$ cat config.mk
export PLATFORM = sky130hd
export DESIGN_NAME = sair_port
export DESIGN_NICKNAME = d
export VERILOG_FILES = /design/src/rtl/sair_pkg.sv /design/src/rtl/sair_sync.sv /design/src/rtl/sair_deser.sv /design/src/rtl/sair_hold.sv /design/src/rtl/sair_port.sv
export SDC_FILE = /design/constraint.sdc
export NUM_CORES = 1
export LEC_CHECK = 0
export ABC_AREA = 1
export BUFFER_PORTS_ARGS = -buffer_cell sky130_fd_sc_hd__buf_2
export CORE_ASPECT_RATIO = 1.2
export CORE_MARGIN = 3
export CORE_UTILIZATION = 50
export DETAILED_ROUTE_END_ITERATION = 7
export HOLD_SLACK_MARGIN = 0.08
export PLACE_DENSITY = 0.68
export SLEW_MARGIN = 10
export SYNTH_ARGS = -nofsm -noshare
export SYNTH_HDL_FRONTEND = slang
export SYNTH_SLANG_ARGS = --single-unit
$ cat constraint.sdc
create_clock -name clk -period 4.2 [get_ports clk]
set_clock_uncertainty 0.15 [all_clocks]
set_input_delay 0.63 -clock clk [delete_from_list [all_inputs] [get_ports clk]]
set_output_delay 0.63 -clock clk [all_outputs]
set_load 0.05 [all_outputs]
$ cat src/rtl/sair_pkg.sv
package sair_pkg;
  localparam int SAMPLE_W_DEF = 24;
  localparam int MAX_BITS_DEF = 128;

  typedef enum logic [1:0] {
    RES_W24 = 2'b00,
    RES_W20 = 2'b01,
    RES_W16 = 2'b10,
    RES_RSV = 2'b11
  } res_e;

  function automatic int res_width(input res_e code, input int full_w);
    case (code)
      RES_W20: res_width = 20;
      RES_W16: res_width = 16;
      default: res_width = full_w;
    endcase
  endfunction
endpackage

$ cat src/rtl/sair_sync.sv
module sair_sync #(
  parameter int W      = 3,
  parameter int STAGES = 2
) (
  input  logic         clk,
  input  logic         rst_n,
  input  logic [W-1:0] d_async,
  output logic [W-1:0] d_sync
);
  for (genvar b = 0; b < W; b++) begin : g_bit
    logic [STAGES-1:0] chain;
    always_ff @(posedge clk or negedge rst_n) begin
      if (!rst_n) chain <= '0;
      else        chain <= {chain[STAGES-2:0], d_async[b]};
    end
    assign d_sync[b] = chain[STAGES-1];
  end
endmodule

$ cat src/rtl/sair_deser.sv
module sair_deser
  import sair_pkg::*;
#(
  parameter int SAMPLE_W = SAMPLE_W_DEF,
  parameter int MAX_BITS = MAX_BITS_DEF,
  localparam int CNT_W   = $clog2(MAX_BITS + 1),
  localparam int IDX_W   = $clog2(SAMPLE_W)
) (
  input  logic                clk,
  input  logic                rst_n,
  input  logic                sck_s,
  input  logic                ws_s,
  input  logic                sd_s,
  input  logic                cfg_rjust,
  input  logic                cfg_dly,
  input  logic                cfg_sck_fall,
  input  logic                cfg_ws_inv,
  input  logic [1:0]          cfg_res,
  output logic                frame_done,
  output logic [SAMPLE_W-1:0] frame_l,
  output logic [SAMPLE_W-1:0] frame_r,
  output logic [CNT_W-1:0]    bit_cnt
);
  logic                sck_q;
  logic                ws_last;
  logic                have_ws;
  logic                armed;
  logic                cur_left;
  logic                a_ok;
  logic [CNT_W-1:0]    pos;
  logic [SAMPLE_W-1:0] lj_word;
  logic [SAMPLE_W-1:0] rj_sr;
  logic [SAMPLE_W-1:0] hold_l;

  logic                act;
  logic                chg;
  logic                left_new;
  logic [CNT_W-1:0]    pos_next;
  logic [SAMPLE_W-1:0] lj_next;
  logic [SAMPLE_W-1:0] rj_next;
  logic [SAMPLE_W-1:0] rj_aligned;
  logic [SAMPLE_W-1:0] done_val;

  // active edge, channel change and next word state
  always_comb begin
    int p;
    int idx;
    act      = cfg_sck_fall ? (sck_q & ~sck_s) : (~sck_q & sck_s);
    chg      = have_ws && (ws_s != ws_last);
    left_new = ws_s ^ cfg_ws_inv;
    p        = chg ? 0 : int'(pos);
    idx      = p - int'(cfg_dly);
    lj_next  = chg ? '0 : lj_word;
    if (idx >= 0 && idx < SAMPLE_W)
      lj_next[IDX_W'(SAMPLE_W - 1 - idx)] = sd_s;
    rj_next  = chg ? {{(SAMPLE_W-1){1'b0}}, sd_s} : {rj_sr[SAMPLE_W-2:0], sd_s};
    if (chg)                          pos_next = CNT_W'(1);
    else if (pos == CNT_W'(MAX_BITS)) pos_next = pos;
    else                              pos_next = pos + CNT_W'(1);
    rj_aligned = rj_sr << (SAMPLE_W - res_width(res_e'(cfg_res), SAMPLE_W));
    done_val   = cfg_rjust ? rj_aligned : lj_word;
  end

  always_ff @(posedge clk or negedge rst_n) begin
    if (!rst_n) begin
      sck_q      <= 1'b0;
      ws_last    <= 1'b0;
      have_ws    <= 1'b0;
      armed      <= 1'b0;
      cur_left   <= 1'b0;
      a_ok       <= 1'b0;
      pos        <= '0;
      lj_word    <= '0;
      rj_sr      <= '0;
      hold_l     <= '0;
      frame_done <= 1'b0;
      frame_l    <= '0;
      frame_r    <= '0;
    end else begin
      sck_q      <= sck_s;
      frame_done <= 1'b0;
      if (act) begin
        ws_last <= ws_s;
        have_ws <= 1'b1;
        lj_word <= lj_next;
        rj_sr   <= rj_next;
        pos     <= pos_next;
        if (chg) begin
          armed    <= 1'b1;
          cur_left <= left_new;
          if (armed) begin
            if (cur_left) begin
              hold_l <= done_val;
              a_ok   <= 1'b1;
            end else if (a_ok) begin
              frame_done <= 1'b1;
              frame_l    <= hold_l;
              frame_r    <= done_val;
              a_ok       <= 1'b0;
            end
          end
        end
      end
    end
  end

  assign bit_cnt = pos;
endmodule

$ cat src/rtl/sair_hold.sv
module sair_hold #(
  parameter int SAMPLE_W = 24
) (
  input  logic                clk,
  input  logic                rst_n,
  input  logic                load,
  input  logic [SAMPLE_W-1:0] in_l,
  input  logic [SAMPLE_W-1:0] in_r,
  input  logic                ready,
  output logic                valid,
  output logic [SAMPLE_W-1:0] out_l,
  output logic [SAMPLE_W-1:0] out_r
);
  always_ff @(posedge clk or negedge rst_n) begin
    if (!rst_n) begin
      valid <= 1'b0;
      out_l <= '0;
      out_r <= '0;
    end else if (load) begin
      valid <= 1'b1;
      out_l <= in_l;
      out_r <= in_r;
    end else if (valid && ready) begin
      valid <= 1'b0;
    end
  end
endmodule

$ cat src/rtl/sair_port.sv
module sair_port
  import sair_pkg::*;
#(
  parameter int SAMPLE_W = SAMPLE_W_DEF,
  parameter int MAX_BITS = MAX_BITS_DEF,
  localparam int CNT_W   = $clog2(MAX_BITS + 1)
) (
  input  logic                clk,
  input  logic                rst_n,
  input  logic                sck_in,
  input  logic                ws_in,
  input  logic                sd_in,
  input  logic                cfg_rjust,
  input  logic                cfg_dly,
  input  logic                cfg_sck_fall,
  input  logic                cfg_ws_inv,
  input  logic [1:0]          cfg_res,
  output logic                out_valid,
  input  logic                out_ready,
  output logic [SAMPLE_W-1:0] out_left,
  output logic [SAMPLE_W-1:0] out_right
);
  logic [2:0]          line_s;
  logic                done_w;
  logic [SAMPLE_W-1:0] fl_w;
  logic [SAMPLE_W-1:0] fr_w;
  logic [CNT_W-1:0]    cnt_w;

  sair_sync #(.W(3), .STAGES(2)) u_sync (
    .clk     (clk),
    .rst_n   (rst_n),
    .d_async ({sck_in, ws_in, sd_in}),
    .d_sync  (line_s)
  );

  sair_deser #(.SAMPLE_W(SAMPLE_W), .MAX_BITS(MAX_BITS)) u_deser (
    .clk          (clk),
    .rst_n        (rst_n),
    .sck_s        (line_s[2]),
    .ws_s         (line_s[1]),
    .sd_s         (line_s[0]),
    .cfg_rjust    (cfg_rjust),
    .cfg_dly      (cfg_dly),
    .cfg_sck_fall (cfg_sck_fall),
    .cfg_ws_inv   (cfg_ws_inv),
    .cfg_res      (cfg_res),
    .frame_done   (done_w),
    .frame_l      (fl_w),
    .frame_r      (fr_w),
    .bit_cnt      (cnt_w)
  );

  sair_hold #(.SAMPLE_W(SAMPLE_W)) u_hold (
    .clk   (clk),
    .rst_n (rst_n),
    .load  (done_w),
    .in_l  (fl_w),
    .in_r  (fr_w),
    .ready (out_ready),
    .valid (out_valid),
    .out_l (out_left),
    .out_r (out_right)
  );
endmodule

# After elaboration in Yosys (flattened, before gate mapping)
# Cells that the tools add are included.
# op_classes
n_addsub	4
n_lt_le_gt_ge	4
eq_ne	5
shifts	1
mux	20
bitwise	6
n_reduce_logical	10
# ops
cell	n
two-way mux 24 bit	4
greater-or-equal comparator 32 x 1 -> 1 bit (second input constant)	1
less-than comparator 32 x 6 -> 1 bit (second input constant)	1
left shift 24 x 32 -> 24 bit	1
bitwise mux 24 bit	1
two-way mux 8 bit	3
two-way mux 1 bit	10
subtractor 8 x 1 -> 9 bit	1
adder 8 x 1 -> 8 bit (second input constant)	1
equality test 8 bit (second input constant)	1
case mux 4 bit (2 select lines)	1
less-than comparator 5 x 7 -> 1 bit (second input constant)	1
subtractor 5 x 5 -> 6 bit (first input constant)	1
demux 1 bit (select 5 bit)	1
greater-or-equal comparator 5 x 1 -> 1 bit (second input constant)	1
AND reduction 5 bit	1
subtractor 5 bit (first input constant)	1
logical AND 1 bit	4
AND reduction 2 bit	2
AND reduction 4 bit	1
NOT 1 bit	3
AND reduction 3 bit	1
bitwise AND 1 bit	2
equality test 2 x 1 -> 1 bit (second input constant)	1
other kinds (5)	5
# word_totals
regBits	190
in_bits	12

# Logic depth before layout (Yosys ltp)
# depth
ltp_word	11
mapped_depth	21
ltp_nobuf	19

# Hierarchy
# Synthesis repeated with hierarchy kept, for this count alone.
# hier_totals
cells_unflattened	1148
hier_area_um2	9170.0
# by_module_without_submodules
mod	instances	cells_each	area_each_um2
sair_deser	1	932	7155.6
sair_hold	1	207	1841.8
sair_sync	1	9	172.7

# Worst setup path after synthesis
# No wires, ideal clock.
# synth_timing
path_type	flip-flop to flip-flop
from	register u_sync.g_bit[1].chain[1]
to	register u_deser.lj_word[14]
setup_time_ps	117
arrival_ps	2921
t_required_ps	3933
setup_slack_ps	1012
path_stages_with_launch	21
cell_sequence	dfrtp_1 -> nand2_1 -> nand3_4 -> buf_2 -> nand2_1 -> ha_1 -> ha_1 -> nand2_1 -> nand2_1 -> nand2_1 -> inv_1 -> ha_1 -> nor3_1 -> clkbuf_1 -> nand3_1 -> nand2_1 -> nand2_1 -> nand4_1 -> nand2_1 -> nand2_1 -> nand2_1
# synth_between
elab_chain_len	11
word_cells_on_any_way	16
cone_classes	add/sub (2); order compare (4); eq/ne (1); mux (6); reduce/logical (3)
# synth_rtl
item	line	source
from (decl)	sair_sync.sv:11	logic [STAGES-1:0] chain;
from (signal assigned)	sair_sync.sv:14	else chain <= {chain[STAGES-2:0], d_async[b]};
inequality test 1 bit (*)	sair_deser.sv:49	chg = have_ws && (ws_s != ws_last);
logical AND 1 bit (*)	sair_deser.sv:49	
two-way mux 8 bit	sair_deser.sv:51	p = chg ? 0 : int'(pos);
subtractor 8 x 1 -> 9 bit	sair_deser.sv:52	idx = p - int'(cfg_dly);
subtractor 5 bit	sair_deser.sv:55	lj_next[IDX_W'(SAMPLE_W - 1 - idx)] = sd_s;
less-than comparator 5 x 7 -> 1 bit (implied by the code) or greater-or-equal comparator 5 x 1 -> 1 bit (tied branches)	sair_deser.sv:55	
logical AND 1 bit (implied by the code)	sair_deser.sv:55	
two-way mux 1 bit (implied by the code)	sair_deser.sv:55	
demux 1 bit (select 5 bit)	n/a	
bitwise mux 24 bit	sair_deser.sv:55	
two-way mux 24 bit (*)	sair_deser.sv:54	if (idx >= 0 && idx < SAMPLE_W)
to (signal assigned)	sair_deser.sv:85	lj_word <= lj_next;
to (decl)	sair_deser.sv:31	logic [SAMPLE_W-1:0] lj_word;
# Mark *: on every way between the ends. The rest lies on a longest branch, timed or not.
# A chain may end at the register's enable or synchronous reset.

# Worst setup path in the final report
# Same ends and word-level chain as after synthesis.

==> summary.md <==
| Metric | Value |
|---|---|
| CP most frequent cell | `nand2_1` |
| TritonCTS clock tree | `built` |
| Register area share after synthesis | `52.26%` |
| Final worst slack | `982.2 ps` |
| Cell at the slowest stage of the critical path | `dfrtp_1` |
| DR WL/cell | `14.80 µm` |
| Port Buffers | `60` |
| Final setup fails | `0` |
| Vias in the first global route | `7187` |
| Initial antenna violation count | `0` |
| Crit share post-route | `76.61%` |
| Worst-margin pin slew | `968.4 ps` |
| Via count | `7501` |
| Reg2reg end | `u_deser.lj_word[14]$_DFFE_PN0P_` |
| Buf/Inv on CP | `2` |
| Syn nets | `1175` |
| Outcome | `complete, no violations` |
| Worst r2r path cells | `18` |
| Pleak | `5.229 nW` |
| Synth top area cells | `dfrtp_1 52%, nand2_1 20%, inv_1 4.5%` |
| Yosys reg bits | `190` |
| Period minus WS final | `3218 ps` |
| Crit-path cells | `nand2_1, nand3_4, nand2_1, ha_1, ha_1, nand3_1, nand2_1, inv_1, ha_1, nor3_1, buf_4, nand3_1, nand2_1, nand2_1, nand4_1, nand2_1, nand2_1, nand2_1` |
| Biggest area consumer among synthesized cells | `dfrtp_1` |
| Critical Path AT | `3390 ps` |
| Crit. Startpoint | `u_sync.g_bit[1].chain[1]$_DFF_PN0_` |
| Routed Antenna Nets | `0` |
| Num CTS Buffers | `17` |
| Post-synthesis cell type count | `35` |
| Clock sinks | `190` |
| Antenna diodes | `0` |
| Core Box Area | `17710 µm²` |
| Grt ovf | `0` |
| Final WL | `20910 µm` |
| Num rows | `53` |
| # nets final | `1201` |
| Maxcap violations | `0` |
| Synthesized area | `9099 µm²` |
| Clock Latency Late Sink | `430 ps` |
| Gr usage total | `22.16%` |
| Clock tree buffer depth | `2` |
| RSZ-0062 raised after global routing | `no` |
| Final core utilization | `56.94%` |
| Setup CP Type | `register to register` |
| RD Place Congestion | `0.8698` |
| Area Overhead vs Synth | `10.81%` |
| HP Class | `input port to async pin` |
| Mapped Cells | `1154` |
| Synthesis Warnings | `0` |
| DR DRC count | `0` |
| Hold-fix buffer count after cts | `0` |
| Setup Buffers After CTS | `0` |
| Worst r2r src | `u_sync.g_bit[1].chain[1]$_DFF_PN0_` |
| DRT iter0 DRCs | `511` |
| Initial Utilization | `51.39%` |
| Startpoint types | `register` |
| Root buf cell | `clkbuf_16` |
| Leading cell type in the layout, fill and taps excluded | `nand2_1` |
| Nature of the critical path endpoint | `register` |
| Initial DRT Pass Iterations | `7` |
| Pwr dens | `554.1 nW/µm²` |
| Clock slew at reported path FFs | `80 ps` |
| VDD IR max | `247.5 µV` |
| Largest net degree at the start of global routing | `119` |
| Io pins | `61` |
| Hold Vio Cnt, Final | `0` |
| Most frequent cells in the layout | `490 x nand2_1, 190 x dfrtp_1, 108 x inv_1` |
| Final Max Tran Viols | `0` |
| Fmax | `310.8 MHz` |
| Die area | `19860 µm²` |
| First-pass GRT wire length | `35480 µm` |
| Die Ht | `153.8 µm` |
| Data required, critical path | `4370 ps` |
| Top Family by Delay on Critical Path | `simple AND/OR/NAND/NOR gates` |
| Critical Path Fanout Max | `18` |
| Syn Area/Cell | `7.885 µm²` |
| Fin Setup TNS | `0 ps` |
| Place WS | `996.6 ps` |
| Post-synth top area share | `52.26%` |
| Placed wire-length estimate | `14370 µm` |
| Number of H-tree levels | `4` |
| Via density | `5.309` |
| Slew margin rel. | `35.44%` |
| R2R setup slack | `980 ps` |
| Layout cells sized above 1 | `10.90%` |
| CP peak stage delay | `430 ps` |
| Die Wd | `129.1 µm` |
| Quantity of gates resized following cts | `0` |
## Yosys cell counts
| master | instances |
|---|---|
| buf_1 | 7 |
| nand3_1 | 39 |
| o31ai_1 | 1 |
| o22ai_1 | 48 |
| buf_6 | 4 |
| nor3_1 | 7 |
| nor3_4 | 1 |
| buf_2 | 18 |
| nand3_4 | 1 |
| o21ai_0 | 48 |
| dfrtp_1 | 190 |
| a21oi_1 | 4 |
| nand2_4 | 1 |
| nor4_1 | 2 |
| nand2_1 | 490 |
| nor2_8 | 1 |
| nor2_1 | 31 |
| inv_1 | 108 |
| nand4_1 | 50 |
| o211ai_1 | 1 |
| buf_4 | 2 |
| ha_1 | 9 |
| o21ai_1 | 21 |
| o21ai_2 | 5 |
| nor2_2 | 1 |
| nand2_2 | 2 |
| o221ai_1 | 12 |
| or2_2 | 2 |
| or3_4 | 1 |
| clkbuf_2 | 1 |
| clkbuf_1 | 37 |
| inv_2 | 4 |
| nand3_2 | 1 |
| xor2_1 | 3 |
| inv_4 | 1 |
## registers in the layout, indices dropped and copies added (netlist names), 6 cells and up
register            flops
u_hold.out_l           24
u_deser.rj_sr          24
u_deser.lj_word        24
u_deser.hold_l         24
u_deser.frame_r        24
u_hold.out_r           24
u_deser.frame_l        24
u_deser.bit_cnt         8
u_sync.g_bit.chain      6
## worst max path at each step
stage	endpoint	cells past startpoint
floorplan	u_deser.lj_word[14]$_DFFE_PN0P_	20
global placement	u_deser.lj_word[6]$_DFFE_PN0P_	18
detailed placement	u_deser.lj_word[13]$_DFFE_PN0P_	18
CTS	u_deser.lj_word[22]$_DFFE_PN0P_	18
global route	u_deser.lj_word[10]$_DFFE_PN0P_	18
finish	u_deser.lj_word[14]$_DFFE_PN0P_	18
## metal layers
metal  routed length, µm  track usage, %  vias to the layer above
met2               10310           36.12                      158
met3                 682           3.058                       47
met1                9223           29.22                     3528
li1                    -               -                     3768
met5                   0               0                        -
met4                 699           10.31                        0
## layout make-up
cell class | count | area (µm²)
Fill cell | 1665 | 7624
Tap cell | 220 | 275.3
Timing Repair Buffer | 76 | 441.7
Multi-Input combinational cell | 782 | 3600
Clock inverter | 14 | 145.1
Clock buffer | 18 | 439.2
Inverter | 113 | 426.7
Sequential cell | 190 | 4755
## through the flow
step	hold WS [ps]	area [µm²]	std cells	total power [mW]
3_5_place_dp	185.8	9498	1381	4.064
3_3_place_gp	183.1	9498	1381	4.027
5_1_grt	128.8	10080	1413	5.920
6_report	142.9	10080	1413	5.586
2_1_floorplan	181.2	9099	1154	3.645
4_1_cts	129.9	10080	1413	5.637
## report_power, final
| group | switching [mW] | internal [mW] | total, mW | leakage [nW] |
|---|---|---|---|---|
| logic | 1.20 | 0.397 | 1.60 | 2.39 |
| registers | 0.196 | 2.23 | 2.43 | 2.56 |
| clock network | 0.758 | 0.806 | 1.56 | 0.274 |
| total | 2.15 | 3.43 | 5.59 | 5.23 |
## logic make-up (layout without fill, tap and decap cells)
kind of cell,count (synthesis),after routing,synth area share [%]
AND/OR/NAND/NOR,630,630,28.89
flip-flops,190,190,52.26
buffers and inverters,182,221,8.210
AO/OA/AOI/OAI,140,140,9.117
adder cells (fa/ha/maj),9,9,1.238
XOR/XNOR,3,3,0.2888
No activity file was read; power rests on OpenSTA's default activity.
